### src/rtl/irq_gate_pkg.sv
`timescale 1ns/1ps
package irq_gate_pkg;

  typedef enum logic [1:0] {
    SRC_PLAIN = 2'd0,
    SRC_TIMER = 2'd1,
    SRC_EXT   = 2'd2
  } src_kind_e;

  // classify a source index against the configured role indices
  function automatic src_kind_e src_kind(input int idx, input int ext_a,
                                         input int ext_b, input int tmr_a,
                                         input int tmr_b);
    if (idx == ext_a || idx == ext_b) return SRC_EXT;
    if (idx == tmr_a || idx == tmr_b) return SRC_TIMER;
    return SRC_PLAIN;
  endfunction

  // latched flag update: a set always beats any clear
  function automatic logic latch_next(input logic cur, input logic set_i,
                                      input logic clr_i);
    return set_i | (cur & ~clr_i);
  endfunction

  // request gating: power-fail bypasses the global enable
  function automatic logic gate_req(input logic flag, input logic en,
                                    input logic gie, input logic bypass);
    return flag & en & (gie | bypass);
  endfunction

endpackage

### src/rtl/irq_flag_cell.sv
`timescale 1ns/1ps
module irq_flag_cell
  import irq_gate_pkg::*;
#(
  parameter src_kind_e KIND = SRC_PLAIN
) (
  input  logic clk,
  input  logic rst_n,
  input  logic smp_tick,
  input  logic cond,
  input  logic lvl_sel,
  input  logic sw_clr,
  input  logic ack_hit,
  output logic flag,
  output logic set_ev,
  output logic auto_clr,
  output logic lvl_act
);

  logic flag_nx;

  assign lvl_act  = (KIND == SRC_EXT) && lvl_sel;
  assign set_ev   = smp_tick & cond & ~lvl_act;
  assign auto_clr = ack_hit & ((KIND == SRC_TIMER) ||
                               ((KIND == SRC_EXT) && !lvl_sel));

  always_comb begin
    if (lvl_act) flag_nx = smp_tick ? cond : flag;
    else         flag_nx = latch_next(flag, set_ev, sw_clr | auto_clr);
  end

  always_ff @(posedge clk or negedge rst_n) begin
    if (!rst_n) flag <= 1'b0;
    else        flag <= flag_nx;
  end

endmodule

### src/rtl/irq_en_reg.sv
`timescale 1ns/1ps
module irq_en_reg #(
  parameter int W = 8
) (
  input  logic         clk,
  input  logic         rst_n,
  input  logic         we,
  input  logic [W-1:0] wdata,
  output logic [W-1:0] q
);

  always_ff @(posedge clk or negedge rst_n) begin
    if (!rst_n)  q <= '0;
    else if (we) q <= wdata;
  end

endmodule

### src/rtl/irq_req_gate.sv
`timescale 1ns/1ps
module irq_req_gate
  import irq_gate_pkg::*;
#(
  parameter int N_SRC     = 7,
  parameter int PFAIL_IDX = 6
) (
  input  logic [N_SRC-1:0] flags,
  input  logic [N_SRC-1:0] src_en,
  input  logic             gie,
  output logic [N_SRC-1:0] req
);

  for (genvar i = 0; i < N_SRC; i++) begin : g_bit
    localparam logic BYPASS = (i == PFAIL_IDX);
    assign req[i] = gate_req(flags[i], src_en[i], gie, BYPASS);
  end

endmodule

### src/rtl/irq_flag_gate.sv
`timescale 1ns/1ps
module irq_flag_gate
  import irq_gate_pkg::*;
#(
  parameter int N_SRC     = 7,
  parameter int ACK_W     = $clog2(N_SRC),
  parameter int EXT0_IDX  = 0,
  parameter int TMR0_IDX  = 1,
  parameter int EXT1_IDX  = 2,
  parameter int TMR1_IDX  = 3,
  parameter int PFAIL_IDX = 6
) (
  input  logic             clk,
  input  logic             rst_n,
  input  logic             mc_tick,
  input  logic [N_SRC-1:0] cond_in,
  input  logic [N_SRC-1:0] lvl_mode,
  input  logic             en_we,
  input  logic [N_SRC:0]   en_wdata,
  input  logic             clr_we,
  input  logic [N_SRC-1:0] clr_mask,
  input  logic             ack_vld,
  input  logic [ACK_W-1:0] ack_idx,
  output logic [N_SRC-1:0] flags_o,
  output logic [N_SRC-1:0] req_o
);

  localparam int EN_W = N_SRC + 1;

  // named internal events, observed by the bound checker
  logic [EN_W-1:0]  en_q;
  logic [N_SRC-1:0] set_ev;
  logic [N_SRC-1:0] auto_clr;
  logic [N_SRC-1:0] sw_clr;
  logic [N_SRC-1:0] lvl_act;
  logic [N_SRC-1:0] ack_hit;

  assign sw_clr = clr_mask & {N_SRC{clr_we}};

  irq_en_reg #(.W(EN_W)) u_en (
    .clk   (clk),
    .rst_n (rst_n),
    .we    (en_we),
    .wdata (en_wdata),
    .q     (en_q)
  );

  for (genvar i = 0; i < N_SRC; i++) begin : g_src
    localparam src_kind_e KIND =
      src_kind(i, EXT0_IDX, EXT1_IDX, TMR0_IDX, TMR1_IDX);

    assign ack_hit[i] = ack_vld && (ack_idx == ACK_W'(i));

    irq_flag_cell #(.KIND(KIND)) u_cell (
      .clk      (clk),
      .rst_n    (rst_n),
      .smp_tick (mc_tick),
      .cond     (cond_in[i]),
      .lvl_sel  (lvl_mode[i]),
      .sw_clr   (sw_clr[i]),
      .ack_hit  (ack_hit[i]),
      .flag     (flags_o[i]),
      .set_ev   (set_ev[i]),
      .auto_clr (auto_clr[i]),
      .lvl_act  (lvl_act[i])
    );
  end

  irq_req_gate #(.N_SRC(N_SRC), .PFAIL_IDX(PFAIL_IDX)) u_gate (
    .flags  (flags_o),
    .src_en (en_q[N_SRC-1:0]),
    .gie    (en_q[N_SRC]),
    .req    (req_o)
  );

endmodule

### config.mk
export PLATFORM = sky130hd
export DESIGN_NAME = irq_flag_gate
export DESIGN_NICKNAME = d
export VERILOG_FILES = /design/src/rtl/irq_gate_pkg.sv /design/src/rtl/irq_flag_cell.sv /design/src/rtl/irq_en_reg.sv /design/src/rtl/irq_req_gate.sv /design/src/rtl/irq_flag_gate.sv
export SDC_FILE = /design/constraint.sdc
export NUM_CORES = 1
export LEC_CHECK = 0
export BUFFER_PORTS_ARGS = -buffer_cell sky130_fd_sc_hd__buf_4
export CELL_PAD_IN_SITES_DETAIL_PLACEMENT = 1
export CELL_PAD_IN_SITES_GLOBAL_PLACEMENT = 2
export CORE_MARGIN = 3
export CORE_UTILIZATION = 25
export CTS_BUF_LIST = sky130_fd_sc_hd__clkbuf_8
export DETAILED_ROUTE_END_ITERATION = 7
export PLACE_DENSITY_LB_ADDON = 0.05
export SLEW_MARGIN = 20
export SYNTH_ARGS = -nofsm -noshare
export SYNTH_HDL_FRONTEND = slang
export SYNTH_SLANG_ARGS = --single-unit
### constraint.sdc
create_clock -name clk -period 1.7 [get_ports clk]
set_clock_uncertainty 0.15 [all_clocks]
set_input_delay 0.17 -clock clk [delete_from_list [all_inputs] [get_ports clk]]
set_output_delay 0.17 -clock clk [all_outputs]
set_load 0.01 [all_outputs]
==> results.toml, run 1 <==
[timing]
drv_slew = 0
final.setup.tns_ns = 0
max_freq_mhz = 725
period_share = 0.811
slew_headroom = 0.775
worst_slew_pin_slew_ns = 0.337
rsz0062_at_grt = "false"
setup_ws_ns = 0.320
timing.final.hold_violations = 0
setup_viol_count_final = 0
shortest_period_the_worst_path_allows_ns = 1.38
hold_ws_ns = 0.0708

[global_route]
grt_pass1_wl_um = 3290
globalRouteOverflowTotal = 0
grt_start_max_net_pins = 16
grt_util_all_layers = 0.126
grt_pass1_vias = 772
antenna_found_initial = 0

[synth]
ffs_w_async_s_r_synth = 1.00
syn_inst = 63
synth_area_um2 = 742
syn_area_per_cell_um2 = 11.8
yosys.area_share.adder = 0
ys_dominant_reg_cell = "dfrtp_1"
cell_variety_after_synth = 21
synth_compound_gate_area_share = 0.110
synthSimpleGateAreaFrac = 0.174
postSynthRegisterBits = 15
synth.mux.area_fraction = 0.121
synth.net_count = 101
synth-edff-count = 0
synth_top_family_by_area = "simple AND/OR/NAND/NOR gates"
synthesis.yosys.warnings = 0
synthXorXnorAreaFrac = 0
synth.yosys.seq_area_share = 0.506

[floorplanning]
initial_utilization = 0.267
rows = 19
top_level_ports = 52
die_width_um = 60.5
fp.dieH_um = 60.5
core_area_um2 = 2780
die_area_um2 = 3660

[routing]
met2WireLength_um = 1220
via_per_inst = 4.70
detailed_route_wire_length_per_cell_um = 14.3
remaining_drc_errors = 0
dr.max_layer_used = "met4"
first_iter_violations = 7
detailroute.wirelength.met3_um = 151
detailroute.via_count = 709
postRouteWirelength_um = 2160
detail_route.first_pass.iterations = 2
antenna_left = 0
met1Wirelength_um = 768

[layout]
regArea_um2 = 375
multi_input_area_um2 = 300
final_cell_area_um2 = 1270
antenna_diodes = 0
fin_nets = 159
layout.core_utilization = 0.457
area.growth.synth_to_final_pct = 71.2
share_of_cells_above_drive_strength_1 = 0.442
filler_cell_count = 324
number_of_non_filler_instances_in_the_completed_layout = 151

[clock_network]
tritoncts.num_buffers = 3
clkTransAtPathRegs_ns = 0.07
post_cts.repair.setup_buffers = 0
cts_root_buffer = "clkbuf_8"
clock_tree_from_tritoncts = "yes"
cts.sinks = 15
clock_path_buffers = 2
cts.htree.levels = 1
clock_latency_of_the_later_clocked_register_in_the_worst_skew_pair_ns = 0.25

[job]
max_cap_violations = 0

[pwr]
power.ir.vdd_worst_uv = 496
cellLeakagePower_nw = 0.629
power.density_cell_area_nw_per_um2 = 754
finalPower_mw = 0.958

[outcome]
result_of_the_run = "finished clean"

[setup_path]
worst_setup_path_end_kind = "output pin"
critical_path.max_fanout = 7
criticalPathCategory = "reg -> out"
worst-endpoint-required_ns = 1.38
register_to_register_path_setup_slack_ns = 0.62
startpoint_type = "flip-flop"
crit_arrival_ns = 1.06

[placed_design]
placed_area_um2 = 1060
place_congestion = 0.623
placed_cells_incl_taps = 131
dp_worst_setup_slack_ns = 0.484
io_buffers = 46

[min_path]
min_path_type = "in -> reg"
[cell type report]
| type | count | share of cell area |
|---|---|---|
| Multi-Input combinational cell | 38 | 0.236 |
| Timing Repair Buffer | 62 | 0.398 |
| Clock inverter | 1 | 0.00394 |
| Sequential cell | 15 | 0.296 |
| Tap cell | 31 | 0.0305 |
| Clock buffer | 3 | 0.0325 |
| Inverter | 1 | 0.00296 |
[worst paths after layout]
| path | startpoint | end | depth (start not counted) |
|---|---|---|---|
| worst max-delay path | u_en.q[7] | req_o[2] | 2 |
| worst min register to register | u_en.q[1] | u_en.q[1] | 1 |
| min in group asynchronous | rst_n | g_src[2].u_cell.flag | 2 |
| worst min-delay path | clr_mask[6] | g_src[6].u_cell.flag | 3 |
| max in group asynchronous | rst_n | u_en.q[1] | 2 |
| worst max register to register | g_src[0].u_cell.flag | g_src[0].u_cell.flag | 3 |
[cell usage after synthesis (2+ instances only)]
master | n | area, um2
dfrtp_1 | 15 | 375
buf_4 | 7 | 52.6
and3_1 | 6 | 37.5
mux2_1 | 6 | 67.6
buf_2 | 2 | 10.0
a32o_1 | 2 | 20.0
nand2_1 | 6 | 22.5
a22o_1 | 4 | 35.0
mux2_2 | 2 | 22.5
and2_1 | 2 | 12.5
[sequential cells by signal, indices dropped and copies added (netlist names)]
name,flops
u_en.q,8
g_src.u_cell.flag,7
[where the power goes]
group | internal, mW | leakage [nW] | switching (mW)
sequential | 0.395 | 0.175 | 0.0283
combinational | 0.152 | 0.429 | 0.0839
clock | 0.162 | 0.0255 | 0.136
total | 0.709 | 0.629 | 0.248
[cell families (layout without fill, tap and decap cells)]
group	count (synthesis)	after routing
AO/OA/AOI/OAI	9	9
buffers and inverters	10	67
AND/OR/NAND/NOR	21	21
flip-flops	15	15
multiplexers	8	8
[critical path, cell delays in order (launching register included)]
cell	delay (ns)
dfrtp_1	0.46
and3_1	0.21
buf_4	0.14
[cell usage in the layout (no fill, tap or decap)]
cell type	instances
buf_4	46
and3_1	6
a2111oi_1	1
mux2_1	6
nand2_1	6
nor4b_2	1
dfrtp_1	15
and4bb_1	1
mux2_2	2
nand2b_1	1
clkinv_2	1
nand3_1	1
inv_1	1
nand3b_1	1
o31ai_1	1
a32o_1	2
and2_1	2
nor2b_1	1
nor2_1	1
a22o_1	4
clkbuf_8	3
dlygate4sd3_1	16
a211o_1	1
[metal layers]
metal,vias up,global-route usage
li1,334,-
met1,347,0.123
met2,24,0.245
met3,4,0.0340
met4,0,0.0557
met5,-,0
[repair_timing]
item                      CTS  global route
hold endpoints to repair   30             0
resized for setup           0             0
hold buffers               16             0
Note: power is estimated with default switching activity, not from simulation.
==> inputs of run 2 (changes only) <==
--- a/config.mk
+++ b/config.mk
@@ -5,11 +5,12 @@
 export SDC_FILE = /design/constraint.sdc
 export NUM_CORES = 1
 export LEC_CHECK = 0
+export ABC_AREA = 1
 export BUFFER_PORTS_ARGS = -buffer_cell sky130_fd_sc_hd__buf_4
 export CELL_PAD_IN_SITES_DETAIL_PLACEMENT = 1
 export CELL_PAD_IN_SITES_GLOBAL_PLACEMENT = 2
 export CORE_MARGIN = 3
-export CORE_UTILIZATION = 25
+export CORE_UTILIZATION = 21
 export CTS_BUF_LIST = sky130_fd_sc_hd__clkbuf_8
 export DETAILED_ROUTE_END_ITERATION = 7
 export PLACE_DENSITY_LB_ADDON = 0.05
==> constraint.sdc (replaced) <==
create_clock -name clk -period 1.3 [get_ports clk]
set_clock_uncertainty 0.15 [all_clocks]
set_input_delay 0.13 -clock clk [delete_from_list [all_inputs] [get_ports clk]]
set_output_delay 0.13 -clock clk [all_outputs]
set_load 0.01 [all_outputs]
==> results.toml, run 2 <==
[outcome]
result_of_the_run = "finished clean"

[routing]
detail_route.first_pass.iterations = 4
dr.max_layer_used = "met4"
remaining_drc_errors = 0
first_iter_violations = 16
met1Wirelength_um = 958
detailroute.via_count = 831
detailroute.wirelength.met3_um = 187
met2WireLength_um = 1120
antenna_left = 0
postRouteWirelength_um = 2290
detailed_route_wire_length_per_cell_um = 11.0
via_per_inst = 4.01

[timing]
max_freq_mhz = 791
timing.final.hold_violations = 0
worst_slew_pin_slew_ns = 0.211
setup_viol_count_final = 0
rsz0062_at_grt = "true"
final.setup.tns_ns = 0
hold_ws_ns = 0.00941
shortest_period_the_worst_path_allows_ns = 1.26
slew_headroom = 0.859
drv_slew = 0
period_share = 0.972

[synth]
synth.yosys.seq_area_share = 0.482
yosys-top-cells-count = "33 x nand2_1, 16 x inv_1, 15 x dfrtp_1"
yosysTopAreaCell = "dfrtp_1"
synth_most_common_cell = "nand2_1"
synth_area_um2 = 779
synth.net_count = 137
post_synth_main_area_contributors = "dfrtp_1 48%, nand2_1 16%, buf_4 7.7%"
synthesis.yosys.warnings = 0
synth.top_cell.area_share = 0.482
syn_area_per_cell_um2 = 7.87
cell_variety_after_synth = 13
ffs_w_async_s_r_synth = 1.00
ys_dominant_reg_cell = "dfrtp_1"
syn_inst = 99
postSynthRegisterBits = 15
synth-edff-count = 0

[clock_network]
clock_path_buffers = 2
tritoncts.num_buffers = 3
cts.htree.levels = 1
clock_tree_from_tritoncts = "yes"
cts.sinks = 15
cts_root_buffer = "clkbuf_8"
clock_latency_of_the_later_clocked_register_in_the_worst_skew_pair_ns = 0.24
clkTransAtPathRegs_ns = 0.06

[layout]
largest_register = "u_en.q"
mostFrequentLayoutCell = "buf_4"
fin_nets = 200
antenna_diodes = 0
filler_cell_count = 412
layout.cells.most_common_list = "48 x buf_4, 32 x nand2_1, 18 x dlygate4sd3_1"
area.growth.synth_to_final_pct = 78.7
reg.largest.list = "u_en.q x8, g_src.u_cell.flag x7"
largest_register_ffs = 8
share_of_cells_above_drive_strength_1 = 0.398

[pwr]
p_int_mw = 0.932
cellLeakagePower_nw = 0.736
power.switching_fraction = 0.266
net_sw_power_mw = 0.338
clk_network_pwr_share = 0.285
power.ir.vdd_worst_uv = 517
seqPwrFrac = 0.429
power.share.combinational = 0.286
power.density_cell_area_nw_per_um2 = 912

[setup_path]
timing.critical_path.slowest_stage_cell = "dfrtp_1"
worst_setup_path_end_kind = "output pin"
path_cells = "buf_6 -> nand2_1 -> nor2_1 -> buf_4"
startpoint_type = "flip-flop"
critical_path_max_stage_delay_ns = 0.40
worst-endpoint-required_ns = 1.02
critical_path.max_fanout = 2
crit_arrival_ns = 0.98
criticalPathCategory = "reg -> out"

[floorplanning]
fp.dieH_um = 66.9
initial_utilization = 0.226
rows = 21
top_level_ports = 52
core_area_um2 = 3440
die_area_um2 = 4480
die_width_um = 66.9

[placed_design]
place_congestion = 0.686
hpwl_um = 1690
io_buffers = 46

[global_route]
grt_pass1_wl_um = 3750
grt_util_all_layers = 0.115
grt_pass1_vias = 839
grt_start_max_net_pins = 16
antenna_found_initial = 0
globalRouteOverflowTotal = 0

[job]
max_cap_violations = 0

[min_path]
min_path_type = "in -> reg"
==> run 2: cells by family (layout without fill, tap and decap cells) <==
group                  count (synthesis)  in the layout  share of synthesized area
DFF                                   15             15                      0.482
and+or+nand+nor                       44             44                      0.231
AOI/OAI and AO/OA                     14             14                      0.104
buffers and inverters                 25             87                      0.169
muxes                                  1              1                     0.0144
==> run 2: worst paths after layout <==
kind,startpoint,end,slack (ns),cells after the start
min reg2reg,u_en.q[6],u_en.q[6],0.37,1
max reg2reg,g_src[5].u_cell.flag,g_src[5].u_cell.flag,0.38,1
max,u_en.q[7],req_o[4],0.04,4
min in group asynchronous,rst_n,g_src[3].u_cell.flag,0.13,2
min,lvl_mode[0],g_src[0].u_cell.flag,0.009,4
max in group asynchronous,rst_n,u_en.q[6],0.69,2
==> run 2: repair_timing <==
action                                 in CTS  in global routing
setup buffers                               1                  2
endpoints found under the hold margin      30                  0
setup endpoints to repair                   4                  6
gates resized for setup                     4                  8
hold buffers                               18                  0
pin swaps                                   1                  4
==> run 2: stage by stage <==
step / instances / instance area, um2 / total power [mW] / worst slack (ns) / utilization
after global routing: 207 / 1390 / 1.38 / -0.0242 / 0.405
after floorplan: 99 / 779 / 0.701 / 0.305 / -
after global placement: 182 / 1110 / 0.841 / 0.218 / 0.323
final: 207 / 1390 / 1.27 / 0.0363 / 0.405
after CTS: 205 / 1360 / 1.28 / 0.00989 / 0.395
after detailed placement: 182 / 1110 / 0.844 / 0.195 / 0.323
==> run 2: layout make-up <==
cell class | count | area, um2 | area share
Timing Repair Buffer | 67 | 552 | 0.396
Sequential cell | 15 | 375 | 0.270
Multi-Input combinational cell | 59 | 303 | 0.217
Inverter | 16 | 60.1 | 0.0431
Tap cell | 46 | 57.6 | 0.0413
Clock buffer | 3 | 41.3 | 0.0296
Clock inverter | 1 | 3.75 | 0.00270
==> run 2: layer usage <==
layer	up-vias	track usage
met5	-	0
met4	0	0.0228
met3	2	0.0455
met2	30	0.191
met1	380	0.139
li1	419	-
==> run 2: power by group through the flow <==
stage	logic [mW]	clock network, mW	registers [mW]
2_1_floorplan	0.159	0	0.542
3_5_place_dp	0.294	0	0.549
5_1_grt	0.409	0.419	0.552
4_1_cts	0.350	0.385	0.541
3_3_place_gp	0.293	0	0.548
6_report	0.363	0.362	0.545
==> run 2: worst max-delay path: cells and delay by family, from the launching register on <==
family,cells,cell delay [ns]
flip-flops,1,0.40
buffers and inverters,2,0.26
AND/OR/NAND/NOR,2,0.09
